## config.mk

```make
export PLATFORM = sky130hd
export DESIGN_NAME = i2c_bit_master
export DESIGN_NICKNAME = d
export VERILOG_FILES = /design/src/rtl/i2c_seq_pkg.sv /design/src/rtl/i2c_phase_timer.sv /design/src/rtl/i2c_byte_shift.sv /design/src/rtl/i2c_step_table.sv /design/src/rtl/i2c_bit_master.sv
export SDC_FILE = /design/constraint.sdc
export NUM_CORES = 1
export LEC_CHECK = 0
export BUFFER_PORTS_ARGS = -buffer_cell sky130_fd_sc_hd__buf_2
export CAP_MARGIN = 20
export CORE_MARGIN = 2
export CORE_UTILIZATION = 30
export DETAILED_ROUTE_END_ITERATION = 8
export GPL_TIMING_DRIVEN = 0
export SYNTH_ARGS = -nofsm -noshare
export SYNTH_HDL_FRONTEND = slang
export SYNTH_SLANG_ARGS = --single-unit
```

## constraint.sdc

```tcl
create_clock -name clk -period 2.6 [get_ports clk]
set_input_delay 0.39 -clock clk [delete_from_list [all_inputs] [get_ports clk]]
set_output_delay 0.39 -clock clk [all_outputs]
set_load 0.01 [all_outputs]
```

## src/rtl/i2c_seq_pkg.sv

```systemverilog
package i2c_seq_pkg;

  typedef enum logic [1:0] {
    OP_START = 2'd0,
    OP_STOP  = 2'd1,
    OP_WRITE = 2'd2,
    OP_NOP   = 2'd3
  } op_e;

  typedef enum logic [2:0] {
    SEG_NONE  = 3'd0,
    SEG_START = 3'd1,
    SEG_STOP  = 3'd2,
    SEG_BIT   = 3'd3,
    SEG_ACK   = 3'd4
  } seg_e;

  // one entry of a line sequence
  typedef struct packed {
    logic on_sda;   // 1: step targets SDA, 0: targets SCL
    logic lvl;      // wanted level
    logic last;     // final step of its segment
    logic sample;   // capture SDA mid-phase while this step waits
  } step_t;

endpackage

```

## src/rtl/i2c_phase_timer.sv

```systemverilog
module i2c_phase_timer #(
  parameter int PHASE_CLKS = 250
) (
  input  logic clk,
  input  logic rst,
  input  logic load,
  input  logic run,
  output logic done,
  output logic mid
);
  localparam int CW = (PHASE_CLKS > 1) ? $clog2(PHASE_CLKS) : 1;
  localparam logic [CW-1:0] TOP_V = CW'(PHASE_CLKS - 1);
  localparam logic [CW-1:0] MID_V = CW'((PHASE_CLKS - 1) / 2);

  logic [CW-1:0] cnt_q;

  always_ff @(posedge clk) begin
    if (rst) begin
      cnt_q <= '0;
    end else if (load) begin
      cnt_q <= TOP_V;
    end else if (run && (cnt_q != '0)) begin
      cnt_q <= cnt_q - 1'b1;
    end
  end

  assign done = (cnt_q == '0);
  assign mid  = (cnt_q == MID_V);
endmodule

```

## src/rtl/i2c_byte_shift.sv

```systemverilog
module i2c_byte_shift #(
  parameter int BYTE_W = 8
) (
  input  logic              clk,
  input  logic              rst,
  input  logic              load,
  input  logic              shift,
  input  logic [BYTE_W-1:0] data,
  output logic              cur_bit,
  output logic              last_bit
);
  localparam int CNT_W = (BYTE_W > 1) ? $clog2(BYTE_W) : 1;

  logic [BYTE_W-1:0] sh_q;
  logic [CNT_W-1:0]  left_q;

  always_ff @(posedge clk) begin
    if (rst) begin
      sh_q   <= '0;
      left_q <= '0;
    end else if (load) begin
      sh_q   <= data;
      left_q <= CNT_W'(BYTE_W - 1);
    end else if (shift) begin
      sh_q   <= sh_q << 1;
      left_q <= left_q - 1'b1;
    end
  end

  assign cur_bit  = sh_q[BYTE_W-1];
  assign last_bit = (left_q == '0);
endmodule

```

## src/rtl/i2c_step_table.sv

```systemverilog
module i2c_step_table
  import i2c_seq_pkg::*;
(
  input  seg_e       seg,
  input  logic [1:0] idx,
  input  logic       data_bit,
  output step_t      step
);
  always_comb begin
    step = '{on_sda: 1'b0, lvl: 1'b1, last: 1'b1, sample: 1'b0};
    unique case (seg)
      SEG_START: begin
        case (idx)
          2'd0:    step = '{on_sda: 1'b1, lvl: 1'b1, last: 1'b0, sample: 1'b0};
          2'd1:    step = '{on_sda: 1'b0, lvl: 1'b1, last: 1'b0, sample: 1'b0};
          2'd2:    step = '{on_sda: 1'b1, lvl: 1'b0, last: 1'b0, sample: 1'b0};
          default: step = '{on_sda: 1'b0, lvl: 1'b0, last: 1'b1, sample: 1'b0};
        endcase
      end
      SEG_STOP: begin
        case (idx)
          2'd0:    step = '{on_sda: 1'b1, lvl: 1'b0, last: 1'b0, sample: 1'b0};
          2'd1:    step = '{on_sda: 1'b0, lvl: 1'b1, last: 1'b0, sample: 1'b0};
          default: step = '{on_sda: 1'b1, lvl: 1'b1, last: 1'b1, sample: 1'b0};
        endcase
      end
      SEG_BIT: begin
        case (idx)
          2'd0:    step = '{on_sda: 1'b1, lvl: data_bit, last: 1'b0, sample: 1'b0};
          2'd1:    step = '{on_sda: 1'b0, lvl: 1'b1, last: 1'b0, sample: 1'b0};
          default: step = '{on_sda: 1'b0, lvl: 1'b0, last: 1'b1, sample: 1'b0};
        endcase
      end
      SEG_ACK: begin
        case (idx)
          2'd0:    step = '{on_sda: 1'b1, lvl: 1'b1, last: 1'b0, sample: 1'b0};
          2'd1:    step = '{on_sda: 1'b0, lvl: 1'b1, last: 1'b0, sample: 1'b1};
          default: step = '{on_sda: 1'b0, lvl: 1'b0, last: 1'b1, sample: 1'b0};
        endcase
      end
      default: step = '{on_sda: 1'b0, lvl: 1'b1, last: 1'b1, sample: 1'b0};
    endcase
  end
endmodule

```

## src/rtl/i2c_bit_master.sv

```systemverilog
module i2c_bit_master
  import i2c_seq_pkg::*;
#(
  parameter int PHASE_CLKS = 250,  // 50 MHz / (2 * 100 kHz)
  parameter int BYTE_W     = 8
) (
  input  logic              clk,
  input  logic              rst,
  input  logic              cmd_valid,
  output logic              cmd_ready,
  input  logic [1:0]        cmd_op,
  input  logic [BYTE_W-1:0] cmd_data,
  output logic              res_valid,
  output logic              res_err,
  output logic              txn_open,
  output logic              scl_o,
  output logic              sda_o,
  input  logic              sda_i
);
  logic busy_q, wait_q, scl_q, sda_q, txn_q, nack_q, auto_stop_q;
  logic rdy_q, resv_q, rese_q;
  seg_e seg_q;
  logic [1:0] idx_q;

  step_t step;
  logic  cur_bit, last_bit, tmr_done, tmr_mid;
  logic  cur_lvl, need_change, apply, adv, accept, load_sh, shift_en;

  assign accept = cmd_valid && rdy_q && !busy_q;

  i2c_step_table u_tbl (
    .seg      (seg_q),
    .idx      (idx_q),
    .data_bit (cur_bit),
    .step     (step)
  );

  always_comb begin
    cur_lvl     = step.on_sda ? sda_q : scl_q;
    need_change = (step.lvl != cur_lvl);
    apply       = busy_q && !wait_q && (seg_q != SEG_NONE) && need_change;
    if (!busy_q)                adv = 1'b0;
    else if (seg_q == SEG_NONE) adv = 1'b1;
    else if (wait_q)            adv = tmr_done;
    else                        adv = !need_change;
  end

  assign load_sh  = accept && (op_e'(cmd_op) == OP_WRITE);
  assign shift_en = adv && (seg_q == SEG_BIT) && step.last && !last_bit;

  i2c_phase_timer #(.PHASE_CLKS(PHASE_CLKS)) u_tmr (
    .clk  (clk),
    .rst  (rst),
    .load (apply),
    .run  (wait_q),
    .done (tmr_done),
    .mid  (tmr_mid)
  );

  i2c_byte_shift #(.BYTE_W(BYTE_W)) u_shf (
    .clk      (clk),
    .rst      (rst),
    .load     (load_sh),
    .shift    (shift_en),
    .data     (cmd_data),
    .cur_bit  (cur_bit),
    .last_bit (last_bit)
  );

  always_ff @(posedge clk) begin
    if (rst) begin
      busy_q      <= 1'b0;
      wait_q      <= 1'b0;
      scl_q       <= 1'b1;
      sda_q       <= 1'b1;
      txn_q       <= 1'b0;
      nack_q      <= 1'b0;
      auto_stop_q <= 1'b0;
      rdy_q       <= 1'b1;
      resv_q      <= 1'b0;
      rese_q      <= 1'b0;
      seg_q       <= SEG_NONE;
      idx_q       <= 2'd0;
    end else begin
      resv_q <= 1'b0;
      if (accept) begin
        busy_q <= 1'b1;
        rdy_q  <= 1'b0;
        idx_q  <= 2'd0;
        unique case (op_e'(cmd_op))
          OP_START: seg_q <= SEG_START;
          OP_STOP:  seg_q <= txn_q ? SEG_STOP : SEG_NONE;
          OP_WRITE: begin
            seg_q  <= SEG_BIT;
            nack_q <= 1'b0;
          end
          default:  seg_q <= SEG_NONE;
        endcase
      end

      if (apply) begin
        if (step.on_sda) sda_q <= step.lvl;
        else             scl_q <= step.lvl;
        wait_q <= 1'b1;
      end

      // acknowledge capture in the middle of the SCL-high phase
      if (busy_q && wait_q && step.sample && tmr_mid) begin
        nack_q <= sda_i;
      end

      if (adv) begin
        wait_q <= 1'b0;
        if (seg_q == SEG_NONE) begin
          busy_q <= 1'b0;
          rdy_q  <= 1'b1;
          resv_q <= 1'b1;
          rese_q <= 1'b0;
        end else if (!step.last) begin
          idx_q <= idx_q + 2'd1;
        end else begin
          idx_q <= 2'd0;
          unique case (seg_q)
            SEG_START: begin
              txn_q  <= 1'b1;
              busy_q <= 1'b0;
              rdy_q  <= 1'b1;
              resv_q <= 1'b1;
              rese_q <= 1'b0;
            end
            SEG_STOP: begin
              txn_q       <= 1'b0;
              busy_q      <= 1'b0;
              rdy_q       <= 1'b1;
              resv_q      <= 1'b1;
              rese_q      <= auto_stop_q;
              auto_stop_q <= 1'b0;
            end
            SEG_BIT: begin
              if (last_bit) seg_q <= SEG_ACK;
            end
            SEG_ACK: begin
              if (nack_q) begin
                seg_q       <= SEG_STOP;
                auto_stop_q <= 1'b1;
              end else begin
                busy_q <= 1'b0;
                rdy_q  <= 1'b1;
                resv_q <= 1'b1;
                rese_q <= 1'b0;
              end
            end
            default: begin
              busy_q <= 1'b0;
              rdy_q  <= 1'b1;
            end
          endcase
        end
      end
    end
  end

  assign cmd_ready = rdy_q;
  assign res_valid = resv_q;
  assign res_err   = rese_q;
  assign txn_open  = txn_q;
  assign scl_o     = scl_q;
  assign sda_o     = sda_q;
endmodule

```

### Word level (Yosys, flattened, before mapping)

Cells that the tools add are included.

| cells by class | value |
|---|---|
| bitwise logic cells | 3 |
| reductions and logical operators | 42 |
| mux-type cells | 54 |
| equal/unequal tests | 12 |
| add/subtract/negate cells | 3 |

Operators by type and width:

| cell | count |
|---|---|
| 8-bit 2-to-1 mux | 4 |
| 1-bit 2-to-1 mux | 24 |
| 3-bit 2-to-1 mux | 8 |
| 4-bit case mux with 2 select lines | 3 |
| 4-bit case mux with 4 select lines | 1 |
| 2-bit nonzero test | 7 |
| 1-bit logical AND | 13 |
| 4-bit case mux with 3 select lines | 1 |
| 2-bit 2-to-1 mux | 5 |
| 1-bit case mux with 2 select lines | 5 |
| 8-bit by 7-bit == test with 1-bit output (second input constant) | 1 |
| 8-bit logical NOT | 1 |
| 4-bit AND reduction | 2 |
| 8-bit nonzero test | 1 |
| 2-bit OR reduction | 4 |
| 8-bit by 1-bit subtractor with 8-bit output (second input constant) | 1 |
| 3-bit by 2-bit == test with 1-bit output (second input constant) | 2 |
| 3-bit logical NOT | 2 |
| 2-bit case mux with 3 select lines | 1 |
| 3-bit case mux with 2 select lines | 1 |
| 2-bit AND reduction | 3 |
| 5-bit AND reduction | 1 |
| 2-bit by 1-bit == test with 1-bit output (second input constant) | 2 |
| 2-bit == test (second input constant) | 2 |
| 13 further kinds | 19 |

| storage, ports and cells | value |
|---|---|
| word-level logic and storage cells | 130 |
| output and inout port bits | 6 |
| register bits | 34 |
| input port bits | 14 |

### Longest topological paths before layout

Gate-level depths: netlist (run 1).

| depth | value |
|---|---|
| depth after elaboration | 14 |
| depth in mapped cells | 10 |
| mapped depth without buffers | 9 |

### Cells and area by module

From an unflattened synthesis (run 1), not the netlist that was laid out.

| unflattened totals | value |
|---|---|
| cell total of the unflattened synthesis | 226 |
| area, all modules | 2003.2 um^2 |

Modules (own cells, without submodules):

| module | area each (um^2) | sequential area each (um^2) | instances | cells an instance |
|---|---|---|---|---|
| i2c_bit_master | 835.8 | 300.3 | 1 | 97 |
| i2c_byte_shift | 540.5 | 220.2 | 1 | 52 |
| i2c_phase_timer | 514.2 | 160.2 | 1 | 60 |
| i2c_step_table | 112.6 | 0.0 | 1 | 17 |

### Worst setup path after synthesis (run 1)

Ideal clock, no wire load.

| timing | value |
|---|---|
| path kind | reg2reg |
| from | reg idx_q[0] |
| to | reg u_shf.sh_q[2] |
| cell stages (with the launch flop) | 10 |
| arrival | 2.355 ns |
| data required time | 2.497 ns |
| buffers on the path | 1 |
| slack | 0.142 ns |
| period minus slack after synthesis | 2.458 ns |
| cell sequence | dfxtp_1 > ha_1 > or4b_1 > o32a_1 > a21bo_1 > a221o_1 > o211ai_2 > buf_4 > nor3_1 > a2111oi_2 |

| on the way | value |
|---|---|
| word-level cells in the longest chain between the ends | 13 |
| elaborated cells between the ends (all ways) | 18 |
| those cells by class | 3 x eq/ne; 9 x mux; 6 x reduce/logical |

RTL lines:

| item | RTL line | RTL |
|---|---|---|
| start: declaration | i2c_bit_master.sv:23 | `logic [1:0] idx_q;` |
| start signal: assignment | i2c_bit_master.sv:120 | `idx_q <= idx_q + 2'd1;` |
| 2-bit == test, or another cell as far along | i2c_step_table.sv:13 | `case (idx)` |
| 4-bit case mux with 3 select lines, or another cell as far along | i2c_step_table.sv:13 |  |
| 4-bit case mux with 4 select lines (*) | i2c_step_table.sv:11 | `unique case (seg)` |
| 1-bit 2-to-1 mux | i2c_bit_master.sv:39 | `cur_lvl = step.on_sda ? sda_q : scl_q;` |
| 1-bit != test | i2c_bit_master.sv:40 | `need_change = (step.lvl != cur_lvl);` |
| 1-bit logical NOT | i2c_bit_master.sv:45 | `else adv = !need_change;` |
| 1-bit 2-to-1 mux | i2c_bit_master.sv:44 | `else if (wait_q) adv = tmr_done;` |
| 1-bit 2-to-1 mux | i2c_bit_master.sv:43 | `else if (seg_q == SEG_NONE) adv = 1'b1;` |
| 1-bit 2-to-1 mux | i2c_bit_master.sv:42 | `if (!busy_q) adv = 1'b0;` |
| 1-bit logical AND | i2c_bit_master.sv:49 | `assign shift_en = adv && (seg_q == SEG_BIT) && step.last && !last_bit;` |
| 1-bit logical AND (*) (2 in a row) | i2c_bit_master.sv:49 |  |
| 2-bit nonzero test (no source line) (*) | n/a |  |
| end signal: assignment | i2c_byte_shift.sv:22 | `sh_q <= data;` |
| end signal: assignment | i2c_byte_shift.sv:25 | `sh_q <= sh_q << 1;` |
| end: declaration | i2c_byte_shift.sv:14 | `logic [BYTE_W-1:0] sh_q;` |

Every way passes the cells marked *; elsewhere a longest branch is shown, timed or not.
A chain may end at the register's enable or synchronous reset.

### Worst setup path after layout (run 1)

| timing | value |
|---|---|
| from | reg idx_q[0] |
| to | reg seg_q[0] |

| on the way | value |
|---|---|
| word-level cells in the longest chain between the ends | 10 |
| elaborated cells between the ends (all ways) | 17 |
| those cells by class | 3 x eq/ne; 12 x mux; 2 x reduce/logical |

RTL lines:

| item | RTL line | RTL |
|---|---|---|
| 2-bit == test, or another cell as far along | i2c_step_table.sv:13 |  |
| 4-bit case mux with 3 select lines, or another cell as far along | i2c_step_table.sv:13 |  |
| 4-bit case mux with 4 select lines (*) | i2c_step_table.sv:11 |  |
| 1-bit 2-to-1 mux | i2c_bit_master.sv:39 |  |
| 1-bit != test | i2c_bit_master.sv:40 |  |
| 1-bit logical NOT | i2c_bit_master.sv:45 |  |
| 1-bit 2-to-1 mux | i2c_bit_master.sv:44 |  |
| 1-bit 2-to-1 mux | i2c_bit_master.sv:43 |  |
| 1-bit 2-to-1 mux | i2c_bit_master.sv:42 |  |
| 3-bit 2-to-1 mux (*) | i2c_bit_master.sv:112 | `if (adv) begin` |
| end signal: assignment | i2c_bit_master.sv:92 | `OP_STOP: seg_q <= txn_q ? SEG_STOP : SEG_NONE;` |
| end: declaration | i2c_bit_master.sv:22 | `seg_e seg_q;` |

Marks and branches as above.

==> impl_metrics.env, run 1 <==
export IMPL_ir_worst_vdd_mv=0.407
export IMPL_core_area_um2=6460
export IMPL_syn_area_um2=2030
export IMPL_synthArstFlopShare_pct=0
export IMPL_grt_max_degree=11
export IMPL_arrival_ps=2820
export IMPL_post_route_drc_count=0
export IMPL_cts_max_path_buffers=2
export IMPL_die_width_um=86.2
export IMPL_viasPerCell=5.30
export IMPL_outcome="finished with violations"
export IMPL_slew_violations=0
export IMPL_yosysWarnings=0
export IMPL_io_buffers=19
export IMPL_numCtsBuffers=5
export IMPL_synth_fa_ha_area_share_pct=5.55
export IMPL_synth_cell_types=58
export IMPL_die_y_um=86.2
export IMPL_initial_core_util_pct=31.4
export IMPL_combPwrFrac_pct=20.8
export IMPL_clock_latency_ps=290
export IMPL_finalSetupViolCount=2
export IMPL_cts_sinks=34
export IMPL_antenna_found_initial=0
export IMPL_htreeDepth=2
export IMPL_cp_start_kind="flop"
export IMPL_synth_xor_area_share_pct=3.02
export IMPL_clock_fmax_ghz=0.381
export IMPL_worst_path_max_fanout=6
export IMPL_drt_iter0_drc=107
export IMPL_tightestPinTransition_ps=828
export IMPL_syn_num_nets=266
export IMPL_synth_edf_count=0
export IMPL_io_pins=20
export IMPL_min_period_ps=2620
export IMPL_switching_share_pct=28.8
export IMPL_synthFlopType="dfxtp_1"
export IMPL_grtUsageTotal_pct=14.6
export IMPL_place_congestion=0.843
export IMPL_clk_pin_slew_ps=70
export IMPL_dpl_hpwl_um=3630
export IMPL_detail_route_antenna_nets=0
export IMPL_post_drt_wl_per_cell_um=14.9
export IMPL_antennaDiodeCount=0
export IMPL_drt_total_wl_um=5410
export IMPL_skew_ps=7.03
export IMPL_setup_slack_ps=-22.0
export IMPL_routed_via_count=1925
export IMPL_die_area_um2=7430
export IMPL_synth_top_family_by_area="simple AND/OR/NAND/NOR gates"
export IMPL_violations="negative setup slack"
export IMPL_fin_util_pct=41.1
export IMPL_switching_power_mw=0.349
export IMPL_power_density_nw_per_um2=456
export IMPL_cp_required_ps=2800
export IMPL_rows=29
export IMPL_ys_ff_latch=34
export IMPL_cap_violations=0
export IMPL_holdCritPathClass="input port to flop"
export IMPL_final_nets=308
export IMPL_avgSynthCellArea_um2=8.35
export IMPL_slew_headroom_pct=44.8
export IMPL_leakagePower_nw=0.967
export IMPL_drt_pass1_iterations=4
export IMPL_ys_seq_area_share_pct=33.6
export IMPL_ys_top_cells_by_area="dfxtp_1 (34%), nor2_1 (6.3%), ha_1 (5.6%), a2111oi_2 (5.2%), a21oi_1 (4.7%)"
export IMPL_root_buffer="clkbuf_8"
export IMPL_end_kind="flop"
export IMPL_syn_to_final_growth_pct=30.8
export IMPL_critPathKind="flop to flop"
export IMPL_grt_pass1_vias=1859
export IMPL_synth_compound_area_share_pct=24.9
export IMPL_internal_power_mw=0.861
export IMPL_finalSetupTns_ps=-36.1
export IMPL_yosysTopAreaCell="dfxtp_1"
export IMPL_nFillCells=662
export IMPL_p_clk_share_pct=33.3
export IMPL_cts_tree="done"
export IMPL_drive_gt1_share_pct=29.0
export IMPL_reg2reg_slack_ps=-20
export IMPL_pwr_share_seq_pct=45.9
export IMPL_hold_violations=0
export IMPL_synth_top_area_share_pct=33.6
export IMPL_synth_area_mux_share_pct=1.48
export IMPL_postCtsHoldBufs=0
export IMPL_yosys_area_share_simple_pct=26.0
export IMPL_period_share_pct=101
export IMPL_grt_pass1_wl_um=8730
export IMPL_rsz0062_at_grt="yes"
export IMPL_grt_ovfl_total=0
export IMPL_syn_inst=243
[final timing paths]
path | to | cells after the start | start
worst max register to register | seg_q[0]$_SDFF_PP0_ | 10 | idx_q[0]$_SDFF_PP0_
worst max-delay path | seg_q[0]$_SDFF_PP0_ | 10 | idx_q[0]$_SDFF_PP0_
worst min-delay path | nack_q$_SDFFE_PP0P_ | 3 | sda_i
worst min register to register | auto_stop_q$_SDFFE_PP0P_ | 2 | auto_stop_q$_SDFFE_PP0P_
[cells in the mapped netlist (all sizes together), types with 2 or more instances]
library cell and instances:
xnor2 5, a211oi 3, a2111oi 8, nand3b 3
nor3 15, nand2b 4, o31ai 3, mux2i 3
nor2b 2, nand2 18, nor4 5, ha 9
o32a 2, a21oi 19, or3 4, buf 4
inv 11, o32ai 2, dfxtp 34, nor3b 2
a311oi 2, o21ai 4, nor2 34, or2 3
nand3 4, or4 2, clkbuf 10, o211ai 5
xor2 2
[cell usage in the layout (no fill, tap or decap), types with 4 or more instances in the layout]
cell type	count
nor2_1	32
dfxtp_1	32
a21oi_1	19
buf_2	19
nand2_1	17
buf_4	14
nor3_1	13
inv_1	9
clkbuf_1	9
buf_6	6
ha_1	6
clkbuf_8	6
xnor2_1	5
a2111oi_2	5
nand2b_1	4
o211ai_1	4
[layout make-up]
| cell class | count | area, um2 | area share, % |
|---|---|---|---|
| Inverter | 11 | 48.8 | 1.84 |
| Clock buffer | 7 | 86.3 | 3.25 |
| Multi-Input combinational cell | 184 | 1420 | 53.6 |
| Tap cell | 77 | 96.3 | 3.63 |
| Clock inverter | 1 | 5.00 | 0.189 |
| Buffer | 14 | 81.3 | 3.06 |
| Timing Repair Buffer | 35 | 226 | 8.53 |
| Sequential cell | 34 | 688 | 25.9 |
[routing by layer]
layer  wire [um]  part of all wire [%]  vias to the layer above  track usage, %
li1            -                     -                      973               -
met1        2560                    47                      907            19.9
met2        2560                    47                       37            23.1
met3         201                   3.7                        8            2.57
met4          95                   1.8                        0            5.54
met5           0                     0                        -               0
[power groups by stage]
stage	sequential, mW	clock, mW	combinational (mW)
after detailed placement	0.567	0	0.182
after global placement	0.567	0	0.182
after CTS	0.553	0.417	0.223
after global routing	0.557	0.439	0.272
after floorplan	0.565	0	0.132
final	0.555	0.403	0.252
[cells by family (layout without fill, tap and decap cells)]
kind of cell | Yosys count | after routing
AOI/OAI and AO/OA | 61 | 61
xor gates and xnor gates | 7 | 7
adders and majority gates | 9 | 9
buffers and inverters | 25 | 68
DFF | 34 | 34
muxes | 3 | 3
and+or+nand+nor | 104 | 104
[registers in the layout, indices dropped and copies added (netlist names), 2 cells and up]
signal,count
idx_q,2
seg_q,3
u_shf.left_q,3
u_shf.sh_q,8
u_tmr.cnt_q,8
[worst max-delay path: stages, from the launching register on]
cell	delay [ps]
dfxtp_4	380
ha_4	180
or4b_1	460
o32a_1	220
a21bo_1	210
a221o_1	360
o211ai_4	150
buf_6	180
buf_6	110
nor2_4	30
a311oi_2	260
[metrics by stage]
stage	setup WS, ps	std cells	hold slack, ps	power, mW	instance area, um2
after floorplan	142	243	437	0.697	2030
final	-22.0	363	335	1.21	2650
after detailed placement	-253	339	455	0.750	2220
after global routing	-130	363	356	1.27	2650
after global placement	-205	339	452	0.748	2220
after CTS	-9.81	355	325	1.19	2460
[what timing repair did]
item                                    CTS  global route
pin swaps                                 8            24
gates cloned                              1             1
resized for setup                        21            27
buffers inserted                          7             7
endpoints found under the setup margin   31            20
No activity file was read; power rests on OpenSTA's default activity.
==> inputs of run 2 (changes only) <==
Settings changed: CORE_ASPECT_RATIO from default to 0.9.
==> run 2 against run 1 <==
  * The run now ends clean
  * Core utilization decreased by 2.4 points
  * Global-route usage up 0.33 points
  * Critical path depth shrank 1
  * Combinational power shrank 15%
  * Die area barely moved
  * Wire length is 4.0% lower
  * Non-clock buffer count shrank 9
  * Fmax is 1.5% higher
  * Flip-flop and latch count did not move
  * Critical endpoint unchanged
  * Sequential share of layout area rose by 1.1 points
==> impl_metrics.env, run 2 (synthesis gave the netlist of run 1 again) <==
export IMPL_cts_sinks=34
export IMPL_tightestPinTransition_ps=726
export IMPL_fin_util_pct=38.7
export IMPL_end_kind="flop"
export IMPL_routed_via_count=1925
export IMPL_grt_pass1_vias=1804
export IMPL_core_area_um2=6550
export IMPL_drt_iter0_drc=208
export IMPL_cp_slowest_cell="or4b_1"
export IMPL_viasPerCell=5.25
export IMPL_cts_max_path_buffers=2
export IMPL_layout_common_cells="nor2_1 (33), dfxtp_1 (32), a21oi_1 (19), buf_2 (19), nand2_1 (16)"
export IMPL_place_area_um2=2240
export IMPL_cap_violations=0
export IMPL_max_stage_delay_ps=460
export IMPL_power_total_mw=1.37
export IMPL_dpl_hpwl_um=3710
export IMPL_antennaDiodeCount=0
export IMPL_reg_top3="u_shf.sh_q: 8 flops, u_tmr.cnt_q: 8 flops"
export IMPL_rows=28
export IMPL_clock_fmax_ghz=0.387
export IMPL_drt_total_wl_um=5200
export IMPL_numCtsBuffers=5
export IMPL_slew_headroom_pct=51.6
export IMPL_postCtsHoldBufs=0
export IMPL_final_area_um2=2530
export IMPL_cp_required_ps=2790
export IMPL_drive_gt1_share_pct=24.9
export IMPL_drt_pass1_iterations=4
export IMPL_period_share_pct=99.3
export IMPL_worst_path_max_fanout=10
export IMPL_pre_cts_ws_ps=-273
export IMPL_holdCritPathClass="input port to flop"
export IMPL_nFillCells=689
export IMPL_power_density_nw_per_um2=542
export IMPL_slew_violations=0
export IMPL_die_area_um2=7440
export IMPL_post_drt_wl_per_cell_um=14.2
export IMPL_die_width_um=90.7
export IMPL_finalSetupViolCount=0
export IMPL_syn_to_final_growth_pct=24.9
export IMPL_detail_route_antenna_nets=0
export IMPL_root_buffer="clkbuf_8"
export IMPL_leakagePower_nw=0.930
export IMPL_grt_pass1_wl_um=8900
export IMPL_grtUsageTotal_pct=14.9
export IMPL_critPathKind="flop to flop"
export IMPL_cts_tree="done"
export IMPL_grt_max_degree=12
export IMPL_antenna_found_initial=0
export IMPL_min_period_ps=2580
export IMPL_outcome="finished, final reports clean"
export IMPL_cp_start_kind="flop"
export IMPL_post_route_drc_count=0
export IMPL_rsz0062_at_grt="yes"
export IMPL_initial_core_util_pct=31.0
export IMPL_place_congestion=0.874
export IMPL_io_buffers=19
export IMPL_clk_pin_slew_ps=70
export IMPL_whs_ps=330
export IMPL_io_pins=20
export IMPL_skew_ps=5.68
export IMPL_setup_slack_ps=16.9
export IMPL_die_y_um=82.0
export IMPL_layout_commonest_cell="nor2_1"
export IMPL_clock_latency_ps=290
export IMPL_htreeDepth=2
export IMPL_worstPathCellList="ha_4 > or4b_1 > o32a_1 > a21bo_1 > a221o_1 > o211ai_4 > buf_4 > nor2_1 > a311oi_1"
export IMPL_arrival_ps=2770
export IMPL_grt_ovfl_total=0
export IMPL_hold_violations=0
export IMPL_final_nets=299
export IMPL_ir_worst_vdd_mv=0.369
[run 2: metrics by stage]
stage | std cells | TNS (ps)
after global routing | 367 | -1370
after floorplan | 243 | 0
after detailed placement | 352 | -3930
after CTS | 362 | -34.4
after global placement | 352 | -3780
final | 367 | 0
[run 2: worst paths after layout]
check / endpoint / depth (start not counted) / from / slack (ps)
worst max-delay path: seg_q[0]$_SDFF_PP0_ / 9 / idx_q[0]$_SDFF_PP0_ / 20
worst min-delay path: nack_q$_SDFFE_PP0P_ / 3 / sda_i / 330
worst max register to register: seg_q[0]$_SDFF_PP0_ / 9 / idx_q[0]$_SDFF_PP0_ / 20
worst min register to register: auto_stop_q$_SDFFE_PP0P_ / 2 / auto_stop_q$_SDFFE_PP0P_ / 470
[run 2: report_power, final]
part | internal [mW] | total (mW) | switching (mW)
Clock | 0.409 | 0.605 | 0.196
Sequential | 0.539 | 0.555 | 0.0161
Combinational | 0.0853 | 0.213 | 0.128
[run 2: routing by layer]
layer / vias up / wire [um] / part of all wire (%) / GRT usage, %
li1: 955 / - / - / -
met1: 901 / 2500 / 48 / 20.5
met2: 58 / 2350 / 45 / 23.7
met3: 11 / 223 / 4.3 / 2.20
met4: 0 / 121 / 2.3 / 6.31
met5: - / 0 / 0 / 0
[run 2: worst max-delay path, delay by kind of cell (launching register included)]
kind | cells | cell delay [ps]
compound gates | 5 | 1200
simple gates | 2 | 530
fa+ha+maj | 1 | 160
flops | 1 | 370
buf+inv | 1 | 240
[run 2: final cells by class]
| type | count | area [um2] | share of cell area [%] |
|---|---|---|---|
| Clock inverter | 2 | 60.1 | 2.37 |
| Timing Repair Buffer | 27 | 159 | 6.27 |
| Sequential cell | 34 | 686 | 27.1 |
| Tap cell | 90 | 113 | 4.44 |
| Clock buffer | 6 | 82.6 | 3.26 |
| Multi-Input combinational cell | 184 | 1320 | 52.1 |
| Inverter | 11 | 41.3 | 1.63 |
| Buffer | 13 | 72.6 | 2.86 |
[run 2: repair_timing]
| item | CTS | global route |
|---|---|---|
| gates cloned | 1 | 0 |
| pin swaps | 5 | 7 |
| resized for setup | 15 | 11 |
| buffers inserted | 1 | 6 |
| endpoints found under the setup margin | 31 | 28 |
| endpoints found under the hold margin | 0 | 0 |
==> inputs of run 3 (changes only) <==
Settings changed: ABC_AREA from default to 1, CORE_UTILIZATION 30 to 26.
==> run 3 against run 2 <==
  * Clock power fell by 34%
  * Flip-flop and latch count did not move
  * Non-clock buffer count fell by 17
  * Worst hold slack improved by 17 ps
  * Final cell count rose by 18%
  * First-iteration DRC count fell by 52%
  * Highest routed layer unchanged
==> impl_metrics.env, run 3 <==
export IMPL_power_total_mw=1.18
export IMPL_critPathKind="flop to flop"
export IMPL_drt_iter0_drc=99
export IMPL_synth_cell_types=32
export IMPL_finalSetupTns_ps=0
export IMPL_synth_top_area_share_pct=32.3
export IMPL_synth_top_family_by_area="simple AND/OR/NAND/NOR gates"
export IMPL_numCtsBuffers=5
export IMPL_avgSynthCellArea_um2=6.81
export IMPL_syn_area_um2=2110
export IMPL_synth_compound_area_share_pct=10.9
export IMPL_post_cts_buffers=0
export IMPL_grt_pass1_wl_um=8490
export IMPL_grt_max_degree=11
export IMPL_grt_pass1_vias=1845
export IMPL_post_route_drc_count=0
export IMPL_place_congestion=0.938
export IMPL_io_buffers=18
export IMPL_yosysWarnings=0
export IMPL_syn_num_nets=332
export IMPL_synth_edf_count=0
export IMPL_dpl_hpwl_um=3860
export IMPL_post_drt_wl_per_cell_um=11.7
export IMPL_viasPerCell=4.66
export IMPL_syn_inst=309
export IMPL_layout_commonest_cell="nand2_1"
export IMPL_hold_violations=0
export IMPL_clk_pin_slew_ps=70
export IMPL_initial_core_util_pct=26.5
export IMPL_end_kind="flop"
export IMPL_synthArstFlopShare_pct=0
export IMPL_clock_latency_ps=290
export IMPL_ys_top_cells_by_area="dfxtp_1 (32%), nand2_1 (11%), inv_1 (7.7%), nor2_1 (6.1%), nand3_1 (5.9%)"
export IMPL_drt_total_wl_um=5050
export IMPL_cts_max_path_buffers=2
export IMPL_ir_worst_vdd_mv=0.189
export IMPL_detail_route_antenna_nets=0
export IMPL_worstReg2RegStart="idx_q[0]$_SDFF_PP0_"
export IMPL_hold_start="cmd_data[0]"
export IMPL_wl_met2_um=2300
export IMPL_yosys_area_share_simple_pct=38.3
export IMPL_min_period_ps=2170
export IMPL_power_density_nw_per_um2=493
export IMPL_worstPathCellList="inv_1 > ha_1 > nor2_1 > nor2_1 > nand2_2 > nand3_2 > nand2_2 > nand2_1 > nand2_2 > nand3_2 > nor3_4 > inv_2 > o21ai_1 > nand3_1"
export IMPL_period_share_pct=83.6
export IMPL_leakagePower_nw=1.09
export IMPL_cp_slowest_cell="dfxtp_1"
export IMPL_cts_repair_resized=0
export IMPL_syn_to_final_growth_pct=14.1
export IMPL_arrival_ps=2340
export IMPL_rsz0062_at_grt="no"
export IMPL_die_area_um2=8840
export IMPL_die_y_um=89.4
export IMPL_drt_met1_wl_um=2450
export IMPL_grt_ovfl_total=0
export IMPL_drive_gt1_share_pct=18.3
export IMPL_final_nets=357
export IMPL_synthFlopType="dfxtp_1"
export IMPL_slew_violations=0
export IMPL_postCtsHoldBufs=0
export IMPL_route_met3_wl_um=170
export IMPL_netlist_top_cells_count="nand2_1 (63), inv_1 (43), dfxtp_1 (34), nor2_1 (34), nand3_1 (25)"
export IMPL_die_width_um=98.9
export IMPL_htreeDepth=2
export IMPL_ys_seq_area_share_pct=32.3
export IMPL_worst_path_max_fanout=9
export IMPL_synth_fa_ha_area_share_pct=5.35
export IMPL_yosysTopAreaCell="dfxtp_1"
export IMPL_tightestPinTransition_ps=588
export IMPL_cp_common_cell="nand2_2"
export IMPL_outcome="finished, final reports clean"
export IMPL_rows=31
export IMPL_layout_common_cells="nand2_1 (63), inv_1 (43), nor2_1 (34), dfxtp_1 (34), nand3_1 (25)"
export IMPL_slew_headroom_pct=60.8
export IMPL_reg2reg_slack_ps=430
export IMPL_skew_ps=8.20
export IMPL_core_area_um2=7950
export IMPL_reg_top3="u_shf.sh_q: 8 flops, u_tmr.cnt_q: 8 flops"
export IMPL_max_stage_delay_ps=400
export IMPL_synth_most_common_cell="nand2_1"
export IMPL_grtUsageTotal_pct=12.0
export IMPL_io_pins=20
export IMPL_routed_via_count=2012
export IMPL_cts_sinks=34
export IMPL_synth_area_mux_share_pct=0.951
export IMPL_ys_ff_latch=34
export IMPL_finalSetupViolCount=0
export IMPL_antennaDiodeCount=0
export IMPL_holdCritPathClass="input port to flop"
export IMPL_nFillCells=865
export IMPL_cts_tree="done"
export IMPL_root_buffer="clkbuf_8"
export IMPL_drt_pass1_iterations=4
export IMPL_clock_fmax_ghz=0.460
export IMPL_highest_layer="met4"
export IMPL_synth_xor_area_share_pct=1.66
export IMPL_worst_path_buf_inv=2
export IMPL_startpoint="idx_q[0]$_SDFF_PP0_"
export IMPL_cp_required_ps=2770
export IMPL_cp_start_kind="flop"
export IMPL_path_delay_family="simple AND/OR/NAND/NOR gates"
export IMPL_antenna_found_initial=0
export IMPL_cap_violations=0
==> run 3: cell types whose count changed after synthesis, moves of 7 or more <==
| cell | previous run | this run |
|---|---|---|
| nand2_1 | 18 | 63 |
| inv_1 | 11 | 43 |
| nand3_1 | 4 | 25 |
| nor3_1 | 15 | 4 |
| inv_2 | 0 | 10 |
| nand2_2 | 0 | 8 |
| o21ai_0 | 4 | 12 |
| a2111oi_2 | 7 | 0 |
| clkbuf_1 | 9 | 2 |
| nand4_1 | 1 | 8 |
==> run 3: area by class of cell <==
cell class                 count  area [um2]  area share [%]
clock buffer                   6        82.6            3.44
buffer                         5        22.5           0.938
tap                           99         124            5.16
multi-input combinational    217        1200            50.1
sequential                    34         681            28.3
inverter                      53         199            8.28
timing repair buffer          18        90.1            3.75
==> run 3: power breakdown <==
| part | internal [mW] | switching (mW) |
|---|---|---|
| logic | 0.0732 | 0.155 |
| clock network | 0.204 | 0.194 |
| registers | 0.543 | 0.0150 |
==> run 3: final timing paths <==
check | cells after the start | end
max | 14 | scl_o$_SDFFE_PP1P_
min | 3 | u_shf.sh_q[0]$_SDFFE_PP0P_
max reg2reg | 14 | scl_o$_SDFFE_PP1P_
min reg2reg | 2 | u_shf.left_q[0]$_SDFFE_PP0P_
==> run 3: kinds of logic (layout without fill, tap and decap cells) <==
| group | count (synthesis) | after routing |
|---|---|---|
| XOR/XNOR | 4 | 4 |
| buffers and inverters | 58 | 82 |
| flip-flops | 34 | 34 |
| AND/OR/NAND/NOR | 162 | 162 |
| AO/OA/AOI/OAI | 40 | 40 |
| adder cells (fa/ha/maj) | 9 | 9 |
| multiplexers | 2 | 2 |
==> run 3: stage by stage <==
stage / utilization [%] / hold slack (ps) / cells / worst slack (ps) / cell area [um2]
after CTS: 30.2 / 351 / 432 / 413 / 2400
after global placement: 29.2 / 465 / 426 / 455 / 2320
after floorplan: - / 449 / 309 / 732 / 2110
after global routing: 30.2 / 357 / 432 / 198 / 2400
after detailed placement: 29.2 / 472 / 426 / 431 / 2320
final: 30.2 / 348 / 432 / 427 / 2400
==> run 3: layer usage <==
| metal | global-route usage (%) | up-vias |
|---|---|---|
| met5 | 0 | - |
| met2 | 19.5 | 49 |
| met3 | 3.21 | 12 |
| met1 | 15.3 | 909 |
| met4 | 4.61 | 0 |
| li1 | - | 1042 |
==> run 3: worst register-to-register path, delay by kind of cell (launching register included) <==
kind / cells / cell delay (ps)
AO/OA/AOI/OAI: 1 / 140
adder cells (fa/ha/maj): 1 / 250
buffers and inverters: 2 / 280
flip-flops: 1 / 400
AND/OR/NAND/NOR: 10 / 1000
